## src/rtl/irq_src_pkg.sv

```systemverilog
package irq_src_pkg;

    localparam int          BUS_AW    = 5;
    localparam logic [4:0]  CTRL_BASE = 5'h10;
    localparam logic [4:0]  SWI_ADDR  = 5'h18;
    localparam logic [4:0]  CLR_ADDR  = 5'h1A;

    // source-mode field codes
    localparam logic [1:0]  MODE_L0   = 2'b10;
    localparam logic [1:0]  MODE_L04  = 2'b01;

    typedef struct packed {
        logic       flag;
        logic       rising;
        logic [1:0] mode;
    } chan_cfg_t;

    typedef struct packed {
        logic cos_flag;
        logic cos_en;
        logic pm_flag;
        logic pm_en;
    } mon_cfg_t;

endpackage

```

## src/rtl/irq_line_edge.sv

```systemverilog
module irq_line_edge #(
    parameter int STAGES = 2
) (
    input  logic clk,
    input  logic rst_n,
    input  logic line_i,
    output logic rise_o,
    output logic fall_o
);
    // STAGES synchronizer flops plus one history flop
    localparam int W = STAGES + 1;

    logic [W-1:0] sh_d, sh_q;

    always_comb begin
        sh_d = {sh_q[W-2:0], line_i};
    end

    always_ff @(posedge clk or negedge rst_n) begin
        if (!rst_n) sh_q <= '0;
        else        sh_q <= sh_d;
    end

    assign rise_o =  sh_q[W-2] & ~sh_q[W-1];
    assign fall_o = ~sh_q[W-2] &  sh_q[W-1];

endmodule

```

## src/rtl/irq_src_regs.sv

```systemverilog
module irq_src_regs
    import irq_src_pkg::*;
#(
    parameter int NUM_CH = 4
) (
    input  logic                    clk,
    input  logic                    rst_n,
    input  logic                    wr_en,
    input  logic [BUS_AW-1:0]       addr,
    input  logic [7:0]              wdata,
    input  logic [NUM_CH-1:0]       l0_rise,
    input  logic [NUM_CH-1:0]       l0_fall,
    input  logic [NUM_CH-1:0]       l4_rise,
    input  logic [NUM_CH-1:0]       l4_fall,
    input  logic                    pm_evt,
    input  logic                    cos_evt,
    output chan_cfg_t [NUM_CH-1:0]  ch_q,
    output mon_cfg_t                mon_q,
    output logic                    swi_q
);
    typedef struct packed {
        chan_cfg_t [NUM_CH-1:0] ch;
        mon_cfg_t               mon;
        logic                   swi;
    } state_t;

    state_t st_d, st_q;

    logic glob_clr, sel, hit0, hit4, trig, clr, sel0;

    always_comb begin
        st_d     = st_q;
        glob_clr = wr_en && (addr == CLR_ADDR);
        sel = 1'b0; hit0 = 1'b0; hit4 = 1'b0; trig = 1'b0; clr = 1'b0;

        for (int i = 0; i < NUM_CH; i++) begin
            sel  = wr_en && (addr == CTRL_BASE + 5'(i));
            hit0 = st_q.ch[i].rising ? l0_rise[i] : l0_fall[i];
            hit4 = st_q.ch[i].rising ? l4_rise[i] : l4_fall[i];
            trig = ((st_q.ch[i].mode == MODE_L0)  && hit0) ||
                   ((st_q.ch[i].mode == MODE_L04) && (hit0 || hit4));
            if (sel) begin
                st_d.ch[i].rising = wdata[6];
                st_d.ch[i].mode   = wdata[5:4];
            end
            // clearing dominates; edges on a set flag are dropped
            clr = glob_clr || (sel && wdata[7]);
            st_d.ch[i].flag = clr ? 1'b0 : (st_q.ch[i].flag || trig);
        end

        sel0 = wr_en && (addr == CTRL_BASE);
        if (sel0) begin
            st_d.mon.pm_en  = wdata[0];
            st_d.mon.cos_en = wdata[2];
        end
        st_d.mon.pm_flag  = (glob_clr || (sel0 && wdata[1])) ? 1'b0 :
                            (st_q.mon.pm_flag || (pm_evt && st_q.mon.pm_en));
        st_d.mon.cos_flag = (glob_clr || (sel0 && wdata[3])) ? 1'b0 :
                            (st_q.mon.cos_flag || (cos_evt && st_q.mon.cos_en));

        st_d.swi = glob_clr ? 1'b0 : (st_q.swi || (wr_en && (addr == SWI_ADDR)));
    end

    always_ff @(posedge clk or negedge rst_n) begin
        if (!rst_n) st_q <= '0;
        else        st_q <= st_d;
    end

    assign ch_q  = st_q.ch;
    assign mon_q = st_q.mon;
    assign swi_q = st_q.swi;

endmodule

```

## src/rtl/irq_src_out.sv

```systemverilog
module irq_src_out
    import irq_src_pkg::*;
#(
    parameter int NUM_CH = 4
) (
    input  chan_cfg_t [NUM_CH-1:0] ch_q,
    input  mon_cfg_t               mon_q,
    input  logic                   swi_q,
    input  logic [BUS_AW-1:0]      addr,
    output logic [7:0]             rdata,
    output logic                   irq
);
    logic any_d;

    always_comb begin
        any_d = swi_q
              | (mon_q.pm_flag  & mon_q.pm_en)
              | (mon_q.cos_flag & mon_q.cos_en);
        rdata = 8'h00;
        for (int i = 0; i < NUM_CH; i++) begin
            any_d = any_d | (ch_q[i].flag &
                    ((ch_q[i].mode == MODE_L0) || (ch_q[i].mode == MODE_L04)));
            if (addr == CTRL_BASE + 5'(i)) begin
                rdata[7:4] = {ch_q[i].flag, ch_q[i].rising, ch_q[i].mode};
                if (i == 0) begin
                    rdata[3:0] = {mon_q.cos_flag, mon_q.cos_en,
                                  mon_q.pm_flag,  mon_q.pm_en};
                end
            end
        end
    end

    assign irq = any_d;

endmodule

```

## src/rtl/irq_src_ctrl.sv

```systemverilog
module irq_src_ctrl
    import irq_src_pkg::*;
#(
    parameter int NUM_CH      = 4,
    parameter int SYNC_STAGES = 2
) (
    input  logic              clk,
    input  logic              rst_n,
    input  logic              wr_en,
    input  logic [4:0]        addr,
    input  logic [7:0]        wdata,
    output logic [7:0]        rdata,
    input  logic [NUM_CH-1:0] pc_line0,
    input  logic [NUM_CH-1:0] pc_line4,
    input  logic              pm_evt,
    input  logic              cos_evt,
    output logic              irq,
    output logic              irq_ext
);
    logic [NUM_CH-1:0] l0_rise, l0_fall, l4_rise, l4_fall;
    chan_cfg_t [NUM_CH-1:0] ch_q;
    mon_cfg_t               mon_q;
    logic                   swi_q;
    logic                   irq_w;

    for (genvar i = 0; i < NUM_CH; i++) begin : g_line
        irq_line_edge #(.STAGES(SYNC_STAGES)) u_l0 (
            .clk    (clk),
            .rst_n  (rst_n),
            .line_i (pc_line0[i]),
            .rise_o (l0_rise[i]),
            .fall_o (l0_fall[i])
        );
        irq_line_edge #(.STAGES(SYNC_STAGES)) u_l4 (
            .clk    (clk),
            .rst_n  (rst_n),
            .line_i (pc_line4[i]),
            .rise_o (l4_rise[i]),
            .fall_o (l4_fall[i])
        );
    end

    irq_src_regs #(.NUM_CH(NUM_CH)) u_regs (
        .clk     (clk),
        .rst_n   (rst_n),
        .wr_en   (wr_en),
        .addr    (addr),
        .wdata   (wdata),
        .l0_rise (l0_rise),
        .l0_fall (l0_fall),
        .l4_rise (l4_rise),
        .l4_fall (l4_fall),
        .pm_evt  (pm_evt),
        .cos_evt (cos_evt),
        .ch_q    (ch_q),
        .mon_q   (mon_q),
        .swi_q   (swi_q)
    );

    irq_src_out #(.NUM_CH(NUM_CH)) u_out (
        .ch_q  (ch_q),
        .mon_q (mon_q),
        .swi_q (swi_q),
        .addr  (addr),
        .rdata (rdata),
        .irq   (irq_w)
    );

    assign irq     = irq_w;
    assign irq_ext = irq_w;

endmodule

```

## config.mk

```make
export PLATFORM = sky130hd
export DESIGN_NAME = irq_src_ctrl
export DESIGN_NICKNAME = d
export VERILOG_FILES = /design/src/rtl/irq_src_pkg.sv /design/src/rtl/irq_line_edge.sv /design/src/rtl/irq_src_regs.sv /design/src/rtl/irq_src_out.sv /design/src/rtl/irq_src_ctrl.sv
export SDC_FILE = /design/constraint.sdc
export NUM_CORES = 1
export LEC_CHECK = 0
export ABC_AREA = 1
export BUFFER_PORTS_ARGS = -buffer_cell sky130_fd_sc_hd__buf_2
export CAP_MARGIN = 20
export CORE_UTILIZATION = 30
export DETAILED_ROUTE_END_ITERATION = 10
export GPL_TIMING_DRIVEN = 0
export HOLD_SLACK_MARGIN = 0.02
export MAX_ROUTING_LAYER = met4
export PLACE_DENSITY = 0.49
export SLEW_MARGIN = 20
export SYNTH_ARGS = -nofsm -noshare
export SYNTH_HDL_FRONTEND = slang
export SYNTH_HIERARCHICAL = 1
export SYNTH_SLANG_ARGS = --single-unit
```

## constraint.sdc

```tcl
create_clock -name clk -period 1.1 [get_ports clk]
set_input_delay 0.055 -clock clk [delete_from_list [all_inputs] [get_ports clk]]
set_output_delay 0.055 -clock clk [all_outputs]
set_load 0.005 [all_outputs]
```

==> reports/metrics.cfg <==
[timing]
hold_viol_final=0
skew_ns=0.00486
timing.final.crit_share_pct=139
setup_viol=5
whs_ns=0.102
setup_tns_ns=-0.950
setup_ws_ns=-0.434
slew_violations=0
tightest_slew_ns=0.564
final_period_minus_worst_setup_slack_ns=1.53
max_freq_mhz=652
rsz0062_at_grt=yes
slew_headroom_pct=62.4

[global_route]
gr-total-overflow=0
grt_pass1_vias=1692
grt_pass1_wl_um=7940
antenna_found_initial=0
grt_max_degree=46
grt_use_total_pct=13.8

[routing]
wl_met3_um=186
met1_length_um=2300
drt_first_pass_iters=4
post_drt_wl_per_cell_um=10.2
vias=1927
drc=0
drt_iter0_markers=102
routed_wl_um=4660
antenna_left=0
dr.max_layer_used=met4
viasPerCell=4.22
routed-wl-met2_um=2040

[synth]
yosys_register_bits=45
synth_area_um2=2270
ys_seq_area_share_pct=49.6
synthDistinctLibCells=22
syn_nets=322
synth_warnings=6
syn_area_per_cell_um2=7.66
syn_inst=296

[critical_path]
cp_top_family=simple AND/OR/NAND/NOR gates
crit_path_max_fanout=3
path_buf_inv=2
arrival_ns=1.48
reg2reg_depth=5
crit_path_frequent_cell=nand2_1
required_ns=1.04
worstSetupPathType=reg -> out
r2r-start=u_regs/ch_q[2]$_DFFE_PN0N_
crit_slowest_cell=dfrtp_1
end_kind=primary output
crit_path_start_kind=register
slowest_delay_ns=0.40
r2r_slack_ns=0.10
crit_chain=or2_1 -> nand3_1 -> nand2_1 -> nor2_1 -> nand2_1 -> buf_4 -> buf_2
r2r-end=u_regs/ch_q[3]$_DFF_PN0_

[clocking]
clkTransAtPathRegs_ns=0.08
clock-root-buffer=clkbuf_8
cts_sinks=45
cts_max_path_buffers=2
htree_levels=2
tritoncts=built
clk_latency_ns=0.29
cts_buffers=5

[worst_hold_path]
min_to=u_regs/ch_q[6]$_DFFE_PN0P_
min_path_type=in -> reg
hold_start=wdata[6]
whs_path_depth=3

[cells_and_area]
area_delta_synth_final_pct=26.3
drive_gt1_share_pct=22.1
insertedDiodeCount=0
final_area_um2=2870
final_cell_mix=81 x nand2_1, 55 x inv_1, 44 x dfrtp_1, 34 x buf_2, 32 x nor2_1
fin_nets=384
mostFrequentLayoutCell=nand2_1

[job]
max_cap_viol_count=0

[pwr]
pwr_density_cell_nw_per_um2=1400
power.leakage_nw=1.56
ir_worst_vdd_mv=0.436

[placement]
dp_hpwl_um=3410
port-buffer-count=35
place_congestion=0.797
place_area_um2=2570

[die]
die_x_um=89.0
io_pins=36
start_util_pct=31.1
dieArea_um2=7910
num_rows=31
core_area_um2=7290
die_h_um=89.0

[outcome]
violations=negative setup slack
run_status=finished with violations

-- layout make-up --
type / count / area, µm²
repair buffers: 55 / 360
flip-flops and latches: 45 / 1130
multi-input cells: 183 / 886
plain buffers: 3 / 32.5
well taps: 99 / 124
fillers: 775 / 4430
clock buffers: 7 / 86.3
inverters: 65 / 249
-- layer usage --
metal  global-route usage [%]  vias to the layer above
li1                         -                     1042
met1                     18.5                      841
met2                     20.5                       34
met3                     2.86                       10
met4                     5.48                        0
met5                        -                        -
-- synthesized netlist by cell type (all sizes together) --
master / n / area (µm²)
nand2: 85 / 334
inv: 65 / 249
dfrtp: 45 / 1130
nor2: 41 / 193
nand4: 24 / 150
o21ai: 14 / 70.1
a21oi: 12 / 60.1
nand3: 3 / 25.0
a21o: 2 / 15.0
buf: 2 / 18.8
clkbuf: 1 / 13.8
o21bai: 1 / 7.51
or2: 1 / 6.26
-- where the power goes --
part / switching (mW) / total (mW) / internal (mW)
logic: 0.502 / 0.930 / 0.428
registers: 0.185 / 2.05 / 1.87
clock network: 0.518 / 1.02 / 0.499
total: 1.21 / 4.00 / 2.79
-- tightest hold or removal path: stages --
cell and delay [ns]:
buf_2 0.08, inv_1 0.09, o21ai_1 0.14
-- sequential cells by signal (all words and copies together) (netlist names) --
name	count
g_line.u_l0/sh_q	12
g_line.u_l4/sh_q	12
u_regs/ch_q	16
u_regs/mon_q	4
u_regs/swi_q	1
-- metrics by stage --
step | setup WS (ns) | util [%] | instances | power [mW]
after CTS | -0.453 | 38.8 | 456 | 4.04
after floorplan | 0.0412 | - | 296 | 2.61
final | -0.434 | 39.3 | 457 | 4.00
after global routing | -0.519 | 39.3 | 457 | 4.32
after global placement | -0.204 | 35.2 | 430 | 2.87
after detailed placement | -0.197 | 35.2 | 430 | 2.88
-- repair_timing --
item	4_1_cts	5_1_grt
hold endpoints to repair	57	45
gates resized for setup	1	13
setup buffers	7	0
pin swaps	6	6
setup endpoints to repair	6	11
hold buffers	12	1
-- kinds of logic after synthesis --
| logic type | after synthesis | synth area share (%) |
|---|---|---|
| AO/OA/AOI/OAI | 29 | 6.73 |
| buffers and inverters | 68 | 12.4 |
| flip-flops | 45 | 49.6 |
| AND/OR/NAND/NOR | 154 | 31.2 |
-- worst max-delay path by stage --
| stage | start | endpoint | slack (ns) | cells past startpoint |
|---|---|---|---|---|
| 6_report | u_regs/ch_q[12]$_DFFE_PN0P_ | irq_ext | -0.43 | 7 |
| 5_1_grt | u_regs/ch_q[12]$_DFFE_PN0P_ | irq_ext | -0.52 | 7 |
| 4_1_cts | u_regs/ch_q[12]$_DFFE_PN0P_ | irq_ext | -0.45 | 7 |
| 3_5_place_dp | u_regs/ch_q[13]$_DFFE_PN0P_ | irq_ext | -0.20 | 7 |
| 3_3_place_gp | u_regs/ch_q[13]$_DFFE_PN0P_ | irq_ext | -0.20 | 7 |
| 2_1_floorplan | u_regs/ch_q[13]$_DFFE_PN0P_ | irq_ext | 0.04 | 6 |
No activity file was read; power rests on OpenSTA's default activity.
